<file path="src/rtl/cce_pkg.sv">
package cce_pkg;
  localparam int unsigned BUS_AW = 8;
  localparam int unsigned DW     = 32;

  localparam logic [BUS_AW-1:0] OFS_CMD  = 8'h00;
  localparam logic [BUS_AW-1:0] OFS_CFG  = 8'h04;
  localparam logic [BUS_AW-1:0] OFS_STAT = 8'h08;
  localparam logic [BUS_AW-1:0] OFS_WD0  = 8'h10;
  localparam logic [BUS_AW-1:0] OFS_WD1  = 8'h14;
  localparam logic [BUS_AW-1:0] OFS_RD0  = 8'h18;
  localparam logic [BUS_AW-1:0] OFS_RD1  = 8'h1C;

  localparam logic [4:0] OP_LONG_WR = 5'd0;
  localparam logic [4:0] OP_LONG_RD = 5'd1;

  localparam int unsigned ST_DONE = 0;
  localparam int unsigned ST_FAIL = 1;
  localparam int unsigned ST_DENY = 2;
  localparam int unsigned ST_DROP = 3;

  typedef struct packed {
    logic [4:0]  op;
    logic [14:0] rsv_hi;
    logic [7:0]  reg_addr;
    logic        rsv_lo;
    logic [2:0]  cnt_m1;
  } cmd_t;
endpackage

</file>
<file path="src/rtl/cce_regfile.sv">
module cce_regfile
  import cce_pkg::*;
(
  input  logic              clk,
  input  logic              rst_n,
  input  logic              bus_wr_en,
  input  logic [BUS_AW-1:0] bus_addr,
  input  logic [DW-1:0]     bus_wdata,
  output logic [DW-1:0]     bus_rdata,
  input  logic [DW-1:0]     cmd_rb,
  input  logic [3:0]        status,
  input  logic [2*DW-1:0]   rd_bytes,
  output logic [2*DW-1:0]   wr_bytes,
  output logic              wr_protect,
  output logic              cmd_wr
);
  logic [DW-1:0] wd0_q, wd1_q;
  logic          wp_q;
  logic          wd0_en, wd1_en, cfg_en;

  assign wd0_en = bus_wr_en && (bus_addr == OFS_WD0);
  assign wd1_en = bus_wr_en && (bus_addr == OFS_WD1);
  assign cfg_en = bus_wr_en && (bus_addr == OFS_CFG);
  assign cmd_wr = bus_wr_en && (bus_addr == OFS_CMD);

  always_ff @(posedge clk or negedge rst_n) begin
    if (!rst_n) begin
      wd0_q <= '0;
      wd1_q <= '0;
      wp_q  <= 1'b0;
    end else begin
      if (wd0_en) wd0_q <= bus_wdata;
      if (wd1_en) wd1_q <= bus_wdata;
      if (cfg_en) wp_q  <= bus_wdata[0];
    end
  end

  assign wr_bytes   = {wd1_q, wd0_q};
  assign wr_protect = wp_q;

  always_comb begin
    unique case (bus_addr)
      OFS_CMD:  bus_rdata = cmd_rb;
      OFS_CFG:  bus_rdata = {{(DW-1){1'b0}}, wp_q};
      OFS_STAT: bus_rdata = {{(DW-4){1'b0}}, status};
      OFS_WD0:  bus_rdata = wd0_q;
      OFS_WD1:  bus_rdata = wd1_q;
      OFS_RD0:  bus_rdata = rd_bytes[DW-1:0];
      OFS_RD1:  bus_rdata = rd_bytes[2*DW-1:DW];
      default:  bus_rdata = '0;
    endcase
  end
endmodule

</file>
<file path="src/rtl/cce_sequencer.sv">
module cce_sequencer
  import cce_pkg::*;
#(
  parameter int unsigned BYTE_LAT = 3
)(
  input  logic            clk,
  input  logic            rst_n,
  input  logic            cmd_wr,
  input  logic [DW-1:0]   cmd_word,
  input  logic            wr_protect,
  input  logic [2*DW-1:0] wr_bytes,
  input  logic            per_nack,
  output logic            per_req,
  output logic            per_we,
  output logic [7:0]      per_addr,
  output logic [7:0]      per_wbyte,
  output logic            per_commit,
  output logic [3:0]      status,
  output logic [DW-1:0]   cmd_rb,
  output logic            cap_en,
  output logic            cap_clr,
  output logic [2:0]      cap_idx
);
  localparam int unsigned LW = (BYTE_LAT > 1) ? $clog2(BYTE_LAT) : 1;
  localparam logic [LW-1:0] LAT_LAST = LW'(BYTE_LAT - 1);

  cmd_t        cmd_q, cmd_d, nc;
  logic        busy_q, busy_d;
  logic        drop_q, drop_d;
  logic [2:0]  idx_q, idx_d;
  logic [LW-1:0] lat_q, lat_d;
  logic [3:0]  st_q, st_d;
  logic        accept, last_cyc, last_byte, is_rd, upd_en;

  assign nc        = cmd_t'(cmd_word);
  assign accept    = cmd_wr && !busy_q;
  assign last_cyc  = busy_q && (lat_q == LAT_LAST);
  assign last_byte = (idx_q == cmd_q.cnt_m1);
  assign is_rd     = (cmd_q.op == OP_LONG_RD);
  assign upd_en    = cmd_wr || busy_q;

  always_comb begin
    cmd_d  = cmd_q;
    busy_d = busy_q;
    drop_d = drop_q;
    idx_d  = idx_q;
    lat_d  = lat_q;
    st_d   = st_q;
    if (accept) begin
      cmd_d  = nc;
      st_d   = '0;
      drop_d = 1'b0;
      idx_d  = '0;
      lat_d  = '0;
      if (nc.op == OP_LONG_WR && wr_protect) begin
        st_d[ST_DONE] = 1'b1;
        st_d[ST_DENY] = 1'b1;
      end else if (nc.op == OP_LONG_WR || nc.op == OP_LONG_RD) begin
        busy_d = 1'b1;
      end else begin
        st_d[ST_DONE] = 1'b1;
        st_d[ST_FAIL] = 1'b1;
      end
    end else if (busy_q) begin
      if (cmd_wr) drop_d = 1'b1;
      if (last_cyc) begin
        lat_d = '0;
        if (per_nack || last_byte) begin
          busy_d        = 1'b0;
          st_d[ST_DONE] = 1'b1;
          st_d[ST_FAIL] = per_nack;
          st_d[ST_DROP] = drop_q || cmd_wr;
        end else begin
          idx_d = idx_q + 3'd1;
        end
      end else begin
        lat_d = lat_q + LW'(1);
      end
    end
  end

  always_ff @(posedge clk or negedge rst_n) begin
    if (!rst_n) begin
      cmd_q  <= '0;
      busy_q <= 1'b0;
      drop_q <= 1'b0;
      idx_q  <= '0;
      lat_q  <= '0;
      st_q   <= '0;
    end else if (upd_en) begin
      cmd_q  <= cmd_d;
      busy_q <= busy_d;
      drop_q <= drop_d;
      idx_q  <= idx_d;
      lat_q  <= lat_d;
      st_q   <= st_d;
    end
  end

  assign per_req    = busy_q;
  assign per_we     = busy_q && !is_rd;
  assign per_addr   = cmd_q.reg_addr + {5'b0, idx_q};
  assign per_wbyte  = wr_bytes[{idx_q, 3'b000} +: 8];
  assign per_commit = last_cyc;
  assign status     = st_q;
  assign cmd_rb     = cmd_q;
  assign cap_en     = last_cyc && is_rd && !per_nack;
  assign cap_idx    = idx_q;
  assign cap_clr    = accept && (nc.op == OP_LONG_RD);
endmodule

</file>
<file path="src/rtl/cce_rdpack.sv">
module cce_rdpack
  import cce_pkg::*;
#(
  parameter int unsigned LANES = 8
)(
  input  logic               clk,
  input  logic               rst_n,
  input  logic               cap_clr,
  input  logic               cap_en,
  input  logic [2:0]         cap_idx,
  input  logic [7:0]         cap_byte,
  output logic [8*LANES-1:0] rd_bytes
);
  for (genvar g = 0; g < LANES; g++) begin : g_lane
    logic [7:0] lane_q;
    logic       lane_en;
    assign lane_en = cap_clr || (cap_en && (cap_idx == 3'(g)));
    always_ff @(posedge clk or negedge rst_n) begin
      if (!rst_n)       lane_q <= '0;
      else if (lane_en) lane_q <= cap_clr ? 8'h00 : cap_byte;
    end
    assign rd_bytes[8*g +: 8] = lane_q;
  end
endmodule

</file>
<file path="src/rtl/cmd_channel_engine.sv">
module cmd_channel_engine
  import cce_pkg::*;
#(
  parameter int unsigned BYTE_LAT = 3
)(
  input  logic        clk,
  input  logic        rst_n,
  input  logic        bus_wr_en,
  input  logic [7:0]  bus_addr,
  input  logic [31:0] bus_wdata,
  output logic [31:0] bus_rdata,
  output logic        per_req,
  output logic        per_we,
  output logic [7:0]  per_addr,
  output logic [7:0]  per_wbyte,
  output logic        per_commit,
  input  logic [7:0]  per_rbyte,
  input  logic        per_nack
);
  logic [1:0]      rs_q;
  logic            rst_ns;
  logic [DW-1:0]   cmd_rb;
  logic [3:0]      st_w;
  logic [2*DW-1:0] rd_bytes, wr_bytes;
  logic            wr_protect, cmd_wr;
  logic            cap_en, cap_clr;
  logic [2:0]      cap_idx;

  always_ff @(posedge clk or negedge rst_n) begin
    if (!rst_n) rs_q <= 2'b00;
    else        rs_q <= {rs_q[0], 1'b1};
  end
  assign rst_ns = rs_q[1];

  cce_regfile u_regs (
    .clk(clk), .rst_n(rst_ns),
    .bus_wr_en(bus_wr_en), .bus_addr(bus_addr), .bus_wdata(bus_wdata),
    .bus_rdata(bus_rdata), .cmd_rb(cmd_rb), .status(st_w),
    .rd_bytes(rd_bytes), .wr_bytes(wr_bytes),
    .wr_protect(wr_protect), .cmd_wr(cmd_wr)
  );

  cce_sequencer #(.BYTE_LAT(BYTE_LAT)) u_seq (
    .clk(clk), .rst_n(rst_ns),
    .cmd_wr(cmd_wr), .cmd_word(bus_wdata), .wr_protect(wr_protect),
    .wr_bytes(wr_bytes), .per_nack(per_nack),
    .per_req(per_req), .per_we(per_we), .per_addr(per_addr),
    .per_wbyte(per_wbyte), .per_commit(per_commit),
    .status(st_w), .cmd_rb(cmd_rb),
    .cap_en(cap_en), .cap_clr(cap_clr), .cap_idx(cap_idx)
  );

  cce_rdpack #(.LANES(8)) u_rdp (
    .clk(clk), .rst_n(rst_ns),
    .cap_clr(cap_clr), .cap_en(cap_en), .cap_idx(cap_idx),
    .cap_byte(per_rbyte), .rd_bytes(rd_bytes)
  );
endmodule

</file>
<file path="config.mk">
export PLATFORM = sky130hd
export DESIGN_NAME = cmd_channel_engine
export DESIGN_NICKNAME = d
export VERILOG_FILES = /design/src/rtl/cce_pkg.sv /design/src/rtl/cce_regfile.sv /design/src/rtl/cce_sequencer.sv /design/src/rtl/cce_rdpack.sv /design/src/rtl/cmd_channel_engine.sv
export SDC_FILE = /design/constraint.sdc
export NUM_CORES = 1
export LEC_CHECK = 0
export BUFFER_PORTS_ARGS = -buffer_cell sky130_fd_sc_hd__buf_2
export CORE_ASPECT_RATIO = 0.5
export CORE_MARGIN = 2
export CORE_UTILIZATION = 41
export CTS_CLUSTER_DIAMETER = 150
export DETAILED_ROUTE_END_ITERATION = 8
export PLACE_DENSITY = 0.58
export SETUP_SLACK_MARGIN = 0.05
export SYNTH_ARGS = -nofsm -noshare
export SYNTH_HDL_FRONTEND = slang
export SYNTH_HIERARCHICAL = 1
export SYNTH_SLANG_ARGS = --single-unit
</file>
<file path="constraint.sdc">
create_clock -name clk -period 9.3 [get_ports clk]
set_input_delay 2.325 -clock clk [delete_from_list [all_inputs] [get_ports clk]]
set_output_delay 2.325 -clock clk [all_outputs]
set_load 0.01 [all_outputs]
</file>
==> metrics list <==
- Walking the worst path, the cells encountered are buf_2 -> nor3_1 -> nand3_1 -> o221ai_1 -> buf_2.
* Clk root buf: clkbuf_16
- In this run, the number of DRC markers left after iteration 0 of detailed routing was between 700 and 800.
- The analysis attributes to cell leakage a power of 0.005549 uW.
- In this run the worst hold path is classified as reg2async.
* Cell with the largest stage delay on the worst path: nand3_1
- The die covers 0.02435 sq mm.
- Dividing total power by cell area gives a power density of between 150 and 200 mW/mm^2.
- Tightest Pin Transition: 1.116 ns
* Maxcap violations: 0
* Number of antenna violations at the first check in global routing: 0
- Netlist area before placement: about 0.0094 sq mm
* Cell with the most instances on the worst path: buf_2
* Post-CTS sizing: 0
- Largest area contributor in the netlist: dfrtp_1
* Clk_skew: 0.006350 ns
- The largest single stage delay on the critical path is 1.06 ns.
* Cell types occupying the most area after synthesis: dfrtp_1 (46%), mux2i_1 (10%), mux2_4 (9.5%)
- Final hold slack: roughly 0.29 ns
- Routed length per instance: 24.22 um
* CP endpoint kind: output port
- The number of different library cells used by synthesis comes to between 50 and 60.
- The first global-routing pass estimated 43.12 mm of wire.
- Pin count of the biggest net entering global routing: 73
- Maximum level of the CTS H-tree: 4
- The worst-case IR drop observed on VDD is around 140 uV.
* Area overhead of the layout relative to synthesis: 12.51%
* Fraction of the core area covered by cells at the end of the flow: 46.75%
* Met3 Resource Use GR: 6.503%
- Source-to-sink clock delay at the later pin of the worst-skew pair: 0.44 ns
- Synth Area per Inst: approximately 12 sq um
* Number of enable flip-flop cells after synthesis: 0
- Ys async rst share: 100.0%
- Number of global-route vias before repair: roughly 6,600
- Along the worst path, the maximum fanout reaches 28.
* Share of the synthesized area in the top cell type: 46.09%
- Row generation in the floorplan step produced 39 rows.
* Maximum count of clock buffers along a single path: 2
- Final clock period utilization by the worst path: 80.85%
- The first TritonRoute pass finished after 5 iterations.
- Setup violations remaining at the end of the flow were counted as 0.
* Synth Net Count: 859
- Derived from the worst setup path, the maximum achievable clock frequency is 133.0 MHz.
* Overall die width: between 200 and 250 um
- The worst path meets setup with between 1.5 and 2 ns of slack.
* Count of warnings emitted by yosys: 6
- During placement, the flow inserted port buffers numbering 102.
- The final-report max-slew violation count is 0.
- CP Data Required Time: 6.98 ns
* RSZ-0062 raised after global routing: false
- Sink count of the clock tree: 174
- Global routing used 24.29% of the available tracks.
* Ys flop type: dfrtp_1
- Number of nets in the final layout: slightly above 900
* GR Layer Usage met1: a little under two fifths
- CTS clk-pin slew, worst paths: 0.07 ns
- Setup total negative slack on the finished layout was measured at 0 ns.
- In this run, post-CTS hold repair placed 0 buffers.
- R2R setup slack: ~6 ns
- Among all cell types in the netlist, the one instantiated most often is dfrtp_1.
- Critical path start-end classification: in2out
* Worst setup SP type: input pin
* Most used routing layer in global routing: met1
- Share of synthesized area occupied by flip-flops and latches: ~46%
- Using the TritonRoute via totals, the vias-per-cell ratio works out to 5.704.
* Share of post-route cells with drive strength above 1: 26.08%
- The critical path starts at bus_addr[5].
- TritonCTS built the clock tree.
* Boundary Pins: 103
- Detailed Place HPWL: 20.08 mm
- Counting cells, the worst reg-to-reg path comes to 5.
- Relative slew slack: 25.39%
* Result of the run: completed
- Worst endpoint data arrival time: 5.19 ns
- Core Area: 0.02274 sq mm
- Capture instance of the worst register-to-register path: u_rdp/g_lane[2].lane_q[4]
- Final routed DRC violation total: 0
- The routed layout has 6,765 vias.
- Placer Congestion: just under 0.9
* Clock buffers created by TritonCTS: 17
- The number of setup buffers added after CTS is 0.
* Initial standard-cell utilization of the core: 41.55%
- In the global route stage, met2 resource usage came out at 34.51%.
- Total congestion overflow after global routing: 0
- The count of nets left with antenna violations once routing finished came out at 0.
* Worst setup timing slack at the placement stage: 2.002 ns
- Post-layout minimum cycle time: 7.519 ns
- The die is approximately 110 um tall.
* FF-to-FF Start: u_seq/cmd_rb[28]
* List of most frequent post-synthesis cells: dfrtp_1 (174), nand2_1 (132), mux2i_1 (99)
- Wires add up to 28.72 mm.
* Final hold vios: 0
- The synthesized design contains 174 register bits.
- Post-synthesis instance total: about 800
## final cells by class
cell class,instances,area (sq um)
Fill cell,2095,12110
Clock buffer,19,432.9
Tap cell,307,384.1
Multi-Input combinational cell,552,4642
Inverter,6,22.52
Clock inverter,13,187.7
Antenna cell,1,2.502
Sequential cell,174,4358
Timing Repair Buffer,114,600.6
## how the worst max path moves through the flow
stage | depth (start not counted) | to | slack [ns]
after floorplan | 6 | bus_rdata[10] | 3.45
after global placement | 5 | bus_rdata[31] | 2.02
after detailed placement | 5 | bus_rdata[31] | 2.00
after CTS | 5 | bus_rdata[31] | 2.00
after global routing | 5 | bus_rdata[31] | 1.76
final | 5 | bus_rdata[31] | 1.78
## logic make-up after synthesis
| kind of cell | after synthesis | synth area share, % |
|---|---|---|
| compound gates | 88 | 7.204 |
| xor+xnor | 9 | 0.8344 |
| fa+ha+maj | 5 | 0.7417 |
| buf+inv | 76 | 4.926 |
| flops | 174 | 46.09 |
| mux | 190 | 26.26 |
| other cells | 1 | 0.03969 |
| simple gates | 259 | 13.91 |
## through the flow
stage / std cells / cell area, sq um / total power, uW
4_1_cts: 1185 / 10630 / 1709
5_1_grt: 1185 / 10630 / 1760
6_report: 1186 / 10630 / 1698
2_1_floorplan: 802 / 9448 / 883.3
3_5_place_dp: 1153 / 10010 / 939.4
3_3_place_gp: 1153 / 10010 / 937.4
## registers in the layout (all words and copies together) (netlist names)
name                 count
u_seq/lat_q              2
u_seq/per_req            1
u_seq/cmd_rb            32
u_regs/wd0_q            32
u_seq/cap_idx            3
u_regs/wr_protect        1
u_rdp/g_lane.lane_q     64
rs_q                     2
u_seq/drop_q             1
u_seq/status             4
u_regs/wd1_q            32
## layout by cell type (no fill, tap or decap), types with 3 or more instances in the layout
cell	Yosys	layout
nor2b_1	4	3
a21oi_1	4	4
bufinv_16	0	4
nand2b_1	75	75
clkbuf_16	0	17
nand4_1	3	3
inv_1	5	5
nor2_1	15	14
xnor2_1	8	8
mux2_2	15	15
clkinv_4	0	3
mux2_4	60	60
o21ai_0	7	7
buf_4	1	12
mux2i_1	99	99
o221ai_1	27	27
ha_1	4	4
nand3_1	3	3
clkinv_2	0	3
nand2_1	132	132
a22oi_1	30	30
nand4bb_1	3	3
o32ai_1	4	4
nand4b_1	4	4
inv_6	0	3
dfrtp_1	174	173
buf_2	12	102
a221oi_1	5	5
mux4_1	16	16
a31oi_1	3	3
## metal layers
layer	vias up	routed length [um]
met2	242	12350
met5	-	0
li1	2984	-
met4	0	322
met3	25	2148
met1	3514	13910
## worst max-delay path: cells and delay by family
kind                   cells  cell delay [ns]
AND/OR/NAND/NOR            2             1.90
buffers and inverters      2             0.31
AO/OA/AOI/OAI              1             0.65
## power by group
group          internal (uW)  leakage [uW]  switching [uW]
sequential               780       0.00240            29.3
clock                    452      0.000306             320
combinational           50.7       0.00285            65.9
total                   1280       0.00555             415
Power figures use the tool's default switching activity.
